[src/rtl/lblf_pkg.sv]
`timescale 1ns/1ps
package lblf_pkg;
  typedef struct packed {
    logic wr;
    logic rd;
    logic ctl;
  } host_acc_t;

  function automatic logic is_data(host_acc_t a);
    return !a.ctl;
  endfunction
endpackage

[src/rtl/lblf_window.sv]
`timescale 1ns/1ps
module lblf_window #(
  parameter int N = 8
) (
  input  logic                 clk,
  input  logic                 rst,
  input  logic                 open_i,
  input  logic                 step_i,
  output logic                 act_o,
  output logic [$clog2(N)-1:0] idx_o
);
  localparam int IW = $clog2(N);
  localparam logic [IW-1:0] LAST = IW'(N - 1);

  always_ff @(posedge clk) begin
    if (rst) begin
      act_o <= 1'b0;
      idx_o <= '0;
    end else if (open_i) begin
      act_o <= 1'b1;
      idx_o <= '0;
    end else if (step_i && act_o) begin
      if (idx_o == LAST) begin
        act_o <= 1'b0;
        idx_o <= '0;
      end else begin
        idx_o <= idx_o + 1'b1;
      end
    end
  end

  assert_open_needs_ctl_R2: assert property (@(posedge clk) disable iff (rst)
    $rose(act_o) |-> $past(open_i));

  assert_hold_without_step_R4: assert property (@(posedge clk) disable iff (rst)
    (!step_i && !open_i) |=> $stable(idx_o) && $stable(act_o));
endmodule

[src/rtl/lblf_table.sv]
`timescale 1ns/1ps
module lblf_table #(
  parameter int N = 8,
  parameter int W = 8
) (
  input  logic                 clk,
  input  logic                 rst,
  input  logic                 wr_en,
  input  logic [$clog2(N)-1:0] wr_idx,
  input  logic [W-1:0]         wr_data,
  input  logic                 rd_en,
  input  logic [$clog2(N)-1:0] rd_idx,
  input  logic [W-1:0]         cmp_lbl,
  output logic                 rd_valid_o,
  output logic [W-1:0]         rd_data_o,
  output logic                 hit_o
);
  localparam int IW = $clog2(N);

  logic [W-1:0] mem [N];
  logic [N-1:0] hits;

  always_ff @(posedge clk) begin
    if (wr_en) mem[wr_idx] <= wr_data;
  end

  always_ff @(posedge clk) begin
    if (rd_en) rd_data_o <= mem[rd_idx];
  end

  always_ff @(posedge clk) begin
    if (rst) rd_valid_o <= 1'b0;
    else     rd_valid_o <= rd_en;
  end

  for (genvar g = 0; g < N; g++) begin : g_cmp
    assign hits[g] = (mem[g] == cmp_lbl);

    assert_entry_hold_R2: assert property (@(posedge clk) disable iff (rst)
      !($past(wr_en) && ($past(wr_idx) == IW'(g))) |-> $stable(mem[g]));
  end

  assign hit_o = |hits;

  assert_rd_follows_read_R3: assert property (@(posedge clk) disable iff (rst)
    rd_valid_o |-> $past(rd_en));
endmodule

[src/rtl/lblf_gate.sv]
`timescale 1ns/1ps
module lblf_gate (
  input  logic clk,
  input  logic rst,
  input  logic cap_i,
  input  logic pass_i,
  input  logic filt_en_i,
  input  logic rdy_i,
  input  logic first_i,
  output logic rdy_o,
  output logic first_o
);
  logic pass_q;
  logic allow;

  always_ff @(posedge clk) begin
    if (rst)        pass_q <= 1'b0;
    else if (cap_i) pass_q <= pass_i;
  end

  assign allow = !filt_en_i || pass_q;

  always_ff @(posedge clk) begin
    if (rst) begin
      rdy_o   <= 1'b0;
      first_o <= 1'b0;
    end else begin
      rdy_o   <= rdy_i && allow;
      first_o <= first_i && allow;
    end
  end

  assert_no_spurious_ready_R5: assert property (@(posedge clk) disable iff (rst)
    rdy_o |-> $past(rdy_i));

  assert_no_spurious_first_R6: assert property (@(posedge clk) disable iff (rst)
    first_o |-> $past(first_i));
endmodule

[src/rtl/label_match_filter.sv]
`timescale 1ns/1ps
module label_match_filter #(
  parameter int N_LBL  = 8,
  parameter int LBL_W  = 8,
  parameter int BUS_W  = 8,
  parameter int EN_BIT = 7,
  parameter int RB_BIT = 1
) (
  input  logic             clk,
  input  logic             rst,
  input  logic             feat_sel,
  input  logic             bus_wr,
  input  logic             bus_rd,
  input  logic             bus_ctl,
  input  logic [BUS_W-1:0] bus_wdata,
  output logic             lbl_rd_valid,
  output logic [LBL_W-1:0] lbl_rd_data,
  output logic             rb_window,
  input  logic             rx_lbl_valid,
  input  logic [LBL_W-1:0] rx_lbl,
  input  logic             rx_rdy_i,
  input  logic             rx_first_i,
  output logic             rx_rdy_o,
  output logic             rx_first_o
);
  import lblf_pkg::*;

  localparam int IW = $clog2(N_LBL);
  localparam logic [IW-1:0] LAST = IW'(N_LBL - 1);

  host_acc_t acc;
  logic en_q, rb_q, feat_q, tbl_ok;
  logic ctl_wr, open_ld, open_rb, ld_step, rb_step;
  logic ld_act, rb_act, wr_en, rd_en, hit, filt_en;
  logic [IW-1:0] ld_idx, rb_idx;

  assign acc     = '{wr: bus_wr, rd: bus_rd, ctl: bus_ctl};
  assign ctl_wr  = acc.wr && !is_data(acc);
  assign open_ld = ctl_wr && bus_wdata[EN_BIT] && !en_q && feat_sel;
  assign open_rb = ctl_wr && bus_wdata[RB_BIT] && !rb_q;
  assign ld_step = acc.wr && is_data(acc);
  assign rb_step = acc.rd && is_data(acc);
  assign wr_en   = ld_step && ld_act;
  assign rd_en   = rb_step && rb_act;
  assign filt_en = feat_sel && en_q;

  always_ff @(posedge clk) begin
    if (rst) begin
      en_q   <= 1'b0;
      rb_q   <= 1'b0;
      feat_q <= 1'b0;
    end else begin
      feat_q <= feat_sel;
      if (ctl_wr) begin
        en_q <= bus_wdata[EN_BIT];
        rb_q <= bus_wdata[RB_BIT];
      end
    end
  end

  always_ff @(posedge clk) begin
    if (rst)                               tbl_ok <= 1'b0;
    else if ((feat_sel && !feat_q) || open_ld) tbl_ok <= 1'b0;
    else if (wr_en && ld_idx == LAST)      tbl_ok <= 1'b1;
  end

  lblf_window #(.N(N_LBL)) u_ld_win (
    .clk(clk), .rst(rst), .open_i(open_ld), .step_i(ld_step),
    .act_o(ld_act), .idx_o(ld_idx)
  );

  lblf_window #(.N(N_LBL)) u_rb_win (
    .clk(clk), .rst(rst), .open_i(open_rb), .step_i(rb_step),
    .act_o(rb_act), .idx_o(rb_idx)
  );

  lblf_table #(.N(N_LBL), .W(LBL_W)) u_table (
    .clk(clk), .rst(rst),
    .wr_en(wr_en), .wr_idx(ld_idx), .wr_data(bus_wdata[LBL_W-1:0]),
    .rd_en(rd_en), .rd_idx(rb_idx), .cmp_lbl(rx_lbl),
    .rd_valid_o(lbl_rd_valid), .rd_data_o(lbl_rd_data), .hit_o(hit)
  );

  lblf_gate u_gate (
    .clk(clk), .rst(rst), .cap_i(rx_lbl_valid), .pass_i(hit && tbl_ok),
    .filt_en_i(filt_en), .rdy_i(rx_rdy_i), .first_i(rx_first_i),
    .rdy_o(rx_rdy_o), .first_o(rx_first_o)
  );

  assign rb_window = rb_act;

  assert_stale_on_rise_R8: assert property (@(posedge clk) disable iff (rst)
    (feat_sel && !feat_q) |=> !tbl_ok);

  assert_rb_opens_on_ctl_R3: assert property (@(posedge clk) disable iff (rst)
    $rose(rb_window) |-> $past(ctl_wr));
endmodule

[config.mk]
export PLATFORM = sky130hd
export DESIGN_NAME = label_match_filter
export DESIGN_NICKNAME = d
export VERILOG_FILES = /design/src/rtl/lblf_pkg.sv /design/src/rtl/lblf_window.sv /design/src/rtl/lblf_table.sv /design/src/rtl/lblf_gate.sv /design/src/rtl/label_match_filter.sv
export SDC_FILE = /design/constraint.sdc
export NUM_CORES = 1
export LEC_CHECK = 0
export BUFFER_PORTS_ARGS = -buffer_cell sky130_fd_sc_hd__buf_2
export CAP_MARGIN = 0
export CORE_MARGIN = 2
export CORE_UTILIZATION = 62
export CTS_BUF_LIST = sky130_fd_sc_hd__clkbuf_2
export CTS_CLUSTER_DIAMETER = 60
export DETAILED_ROUTE_END_ITERATION = 16
export PLACE_DENSITY = 0.83
export SETUP_SLACK_MARGIN = 0.5
export SLEW_MARGIN = 20
export SYNTH_ARGS = -nofsm -noshare
export SYNTH_HDL_FRONTEND = slang
export SYNTH_SLANG_ARGS = --single-unit
[constraint.sdc]
create_clock -name clk -period 2.2 [get_ports clk]
set_input_delay 0.11 -clock clk [delete_from_list [all_inputs] [get_ports clk]]
set_output_delay 0.11 -clock clk [all_outputs]
set_load 0.1 [all_outputs]
Word level (Yosys, flattened, before mapping)
Memory sizes are Yosys's and may differ from the RTL's. A register that Yosys moved wholly into a read port is not among the register bits.
Index checks and enable logic that the tools add are counted.
Cells by class
  add/subtract/negate cells: 2
  equality and inequality tests: 10
  multiplexer cells: 10
  reduce and logical (&&, ||, !) cells: 33
Operator list (number)
  8-bit equality test: 8
  1-bit logical AND: 16
  1-bit two-way mux: 8
  2-bit nonzero test: 4
  8-bit OR reduction: 1
  3-bit by 1-bit adder with 3-bit output (second input constant): 2
  3-bit equality test (second input constant): 2
  3-bit two-way mux: 2
  2-bit OR reduction: 3
  1-bit zero test: 5
  2-bit AND reduction: 2
  1-bit logical OR: 2
Storage, ports and cells
  bits in registers: 16
  RAM bits: 64
  input port bits: 25
  output and inout port bits: 12
  logic and storage cells: 68
  memories: 1
Memories
  u_table.mem: words 8, bits a word 8, read ports 9, clocked after Yosys merged registers in 1, wr ports 1, line lblf_table.sv:20  | logic [W-1:0] mem [N];

Depth between registers and ports, before layout
  depth in word-level cells: 6
  mapped depth: 7
  mapped depth without buffers: 6

Modules after synthesis
A second synthesis with hierarchy kept.
Second synthesis, totals
  cells, all modules: 281
  area, all modules: 4247.8 um^2
By module, submodules not included
  lblf_table: times used 1, cells an instance 213, area an instance 3539.6 um^2, sequential area each 2182.1 um^2
  lblf_window: times used 2, cells an instance 18, area an instance 198.9 um^2, sequential area each 80.1 um^2
  label_match_filter: times used 1, cells an instance 24, area an instance 215.2 um^2, sequential area each 80.1 um^2
  lblf_gate: times used 1, cells an instance 8, area an instance 95.1 um^2, sequential area each 60.1 um^2

Worst setup path after synthesis
No wires, ideal clock.
  path type: register to register
  start: reg u_rb_win.act_o
  end: reg u_table.rd_data_o[0] (read register of u_table.mem), enable pin
  setup time: 329 ps
  data arrival time: 1524 ps
  data required time: 1871 ps
  setup slack: 347 ps
  stages on the path, launching flop included: 3
  path buffers: 0
  clock period less this slack: 1853 ps
  cells stage by stage: dfxtp_1 > nand2_1 > inv_1
On the way
  longest elaborated chain between the ends: 1
RTL lines
  start, declared: line lblf_window.sv:9  | output logic act_o,
  start signal, assigned: line lblf_window.sv:17  | act_o <= 1'b0;
  start signal, assigned: line lblf_window.sv:20  | act_o <= 1'b1;
  start signal, assigned: line lblf_window.sv:24  | act_o <= 1'b0;
  1-bit logical AND: line label_match_filter.sv:44  | assign rd_en = rb_step && rb_act;
  via rd_en: line label_match_filter.sv:34  | logic ld_act, rb_act, wr_en, rd_en, hit, filt_en;
  end, declared: line lblf_table.sv:15  | output logic [W-1:0] rd_data_o,
The timed path passes the listed nets, and every way through them passes these cells.
A chain may end at the register's enable or synchronous reset.

==> qor.yml <==
run_status:
  status: "finished clean"
routing:
  ant_nets: 0
  drt_first_pass_iters: 4
  vias_per_cell: 6.07
  routed-via-count: 2612
  wl_per_cell_um: 20.4
  wirelength_um: 8790
  drt_iter0_drc: 367
  drc_errors: 0
cts:
  root_buffer: "clkbuf_2"
  clockBufferDepth: 2
  h-tree-depth: 3
  cts.sinks: 88
  cts_made_buffers: 9
  cts_tree: "yes"
  clock_latency_ps: 530
  clk_pin_slew_ps: 260
critical_path:
  path_max_fanout: 2
  crit_arrival_ps: 2210
  crit_chain: "xnor2_1 > nand4_1 > o21ai_0 > nor4_2 > o32ai_1"
  crit_cells: 5
  endpoint_kind: "register"
  critical-path-max-stage-delay_ps: 520
  cp_num_buf_inv: 0
  critPathSlowestCell: "edfxtp_1"
  reg2regPathDepth: 5
  worstPathRequired_ps: 2630
  cp_top_family: "simple AND/OR/NAND/NOR gates"
  path_class: "register to register"
  cp-start-kind: "register"
sta:
  clock.fmax_mhz: 563
  worst-slew-pin-transition_ps: 608
  timing.max_slew.rel_slack_pct: 59.4
  rsz0062_at_grt: "no"
  worst_hold_slack_ps: 339
  setup-tns-final_ps: 0
  drv_slew: 0
  timing_hold_violations_final: 0
  finalSetupViolations: 0
  finalCritPeriodShare_pct: 80.7
  fin_skew_ps: 33.2
  finalWorstPathRequiredPeriod_ps: 1780
place:
  dp_hpwl_um: 6050
  io_buffers: 36
  gp_congestion: 0.953
logic_synthesis:
  ys_seq_elements: 88
  synthCells: 286
  yosys.area.top_type: "edfxtp_1"
  synth_top_flop_cell: "edfxtp_1"
  async_flop_share_pct: 0
  synth_fp_nets: 315
  ys_types: 30
  seq_area_frac_synth_pct: 59.5
  synth_area_um2: 4170
  ys_warn_count: 0
  synthTopCellsByArea: "edfxtp_1, dfxtp_1, xnor2_1"
  synth-edff-count: 72
  postSynthAreaPerCell_um2: 14.6
  synth_top_area_share_pct: 51.9
floorplan:
  core_um2: 6420
  fp.dieW_um: 86
  die_area_um2: 7400
  rows: 29
  initial_utilization_pct: 64.9
  die_y_um: 86
  io_pins: 37
finish:
  drive_above_1_share_pct: 23.8
  seq_area_um2: 2480
  syn2layout_area_growth_pct: 15.5
  multi_input_area_um2: 1610
  n_antenna_cell: 0
  layout.nets: 377
  fill_cells: 384
grt:
  track_usage_pct: 25.5
  grt_pass1_wl_um: 13700
  antenna_found_initial: 0
  grt_start_max_net_pins: 20
  grt_pass1_vias: 2535
  overflow: 0
flow_run:
  maxCapViolations: 0
power:
  finalPower_mw: 3.02
  p_leak_nw: 1.67
  power_per_cell_area_nw_per_um2: 627
  ir_drop_uv: 421
worst_hold_path:
  worst_hold_path_type: "input port to register"
  whs_path_depth: 3
## where the power goes
group | internal (mW) | total (mW) | switching, mW | leakage [nW]
registers | 1.81 | 1.82 | 0.00627 | 0.779
clock network | 0.386 | 0.964 | 0.578 | 0.0767
logic | 0.0977 | 0.241 | 0.143 | 0.815
## final timing paths
| kind | from | end | slack, ps |
|---|---|---|---|
| min reg2reg | rb_q$_SDFFE_PP0N_ | rb_q$_SDFFE_PP0N_ | 490 |
| min | rx_lbl_valid | u_gate.pass_q$_SDFFE_PP0P_ | 340 |
| max | u_table.mem[3][3]$_DFFE_PP_ | u_gate.pass_q$_SDFFE_PP0P_ | 420 |
| max reg2reg | u_table.mem[3][3]$_DFFE_PP_ | u_gate.pass_q$_SDFFE_PP0P_ | 420 |
## kinds of logic (layout without fill, tap and decap cells)
group / after synthesis / after routing / synth area share [%]
compound gates: 19 / 19 / 2.46
xor+xnor: 64 / 64 / 13.4
fa+ha+maj: 4 / 4 / 1.20
buf+inv: 18 / 85 / 2.49
flops: 88 / 88 / 59.5
mux: 24 / 24 / 12.2
simple gates: 69 / 69 / 8.61
## placed cells by master, fill, tap and decap left out, types with 4 or more instances in the layout
cell,count
dfxtp_1,14
ha_1,4
o21ai_0,5
clkbuf_2,9
nor2_1,8
mux2_4,8
a21oi_1,11
nor4_1,8
xor2_1,32
dlygate4sd3_1,20
nand4_1,8
buf_4,9
xnor2_1,32
nand2_1,20
buf_2,35
mux4_2,8
edfxtp_1,72
mux4_1,8
nor3_1,6
## worst min-delay path, delay by kind of cell
family | cells | cell delay (ps)
compound gates | 1 | 80
buf+inv | 2 | 660
## Yosys cell counts, types with 2 or more instances
master	instances
nand3b_1	3
nand3_1	2
nand2_1	20
buf_2	10
nor3_1	7
xor2_1	32
inv_1	3
nor2b_1	3
edfxtp_1	72
mux4_1	8
nand4_1	8
nor4_1	10
clkbuf_1	3
mux2_4	8
xnor2_1	32
nand2b_1	3
ha_1	4
nor3b_1	2
nor2_1	8
and2_1	2
o21ai_0	5
a21oi_1	11
mux4_2	8
dfxtp_1	16
## per-layer routing
layer / vias to the layer above / wire length [µm] / global-route usage [%]
met5: - / 0 / 0
met4: 0 / 159 / 9.24
met1: 1283 / 3800 / 36.9
met3: 16 / 667 / 5.00
met2: 129 / 4160 / 38.8
li1: 1184 / - / -
## per-stage QoR
stage / std cells / util [%] / instance area, µm² / setup WS (ps)
2_1_floorplan: 286 / - / 4180 / 591
3_3_place_gp: 394 / 69.1 / 4440 / 497
3_5_place_dp: 394 / 69.1 / 4440 / 441
4_1_cts: 430 / 74.7 / 4800 / 496
5_1_grt: 430 / 75.0 / 4820 / 385
6_report: 430 / 75.0 / 4820 / 425
## sequential cells by signal, indices dropped and copies added (netlist names)
signal,cells
u_ld_win.act_o,1
u_gate.pass_q,1
u_ld_win.idx_o,3
u_gate.rdy_o,1
u_table.mem,64
tbl_ok,1
u_table.rd_data_o,8
u_rb_win.idx_o,3
feat_q,1
en_q,1
u_table.rd_valid_o,1
u_gate.first_o,1
u_rb_win.act_o,1
rb_q,1
## final cells by class
class / instances / area share (%)
inverter: 3 / 0.234
sequential: 88 / 51.6
clock buffer: 9 / 0.935
timing repair buffer: 66 / 9.77
clock inverter: 7 / 2.13
multi-input combinational: 180 / 33.3
tap: 77 / 2.00
## repair_timing
action | CTS | global route
endpoints found under the hold margin | 77 | 0
endpoints found under the setup margin | 19 | 6
gates resized for setup | 2 | 5
hold buffers | 20 | 0
buffers inserted | 0 | 0
Power figures use the tool's default switching activity.
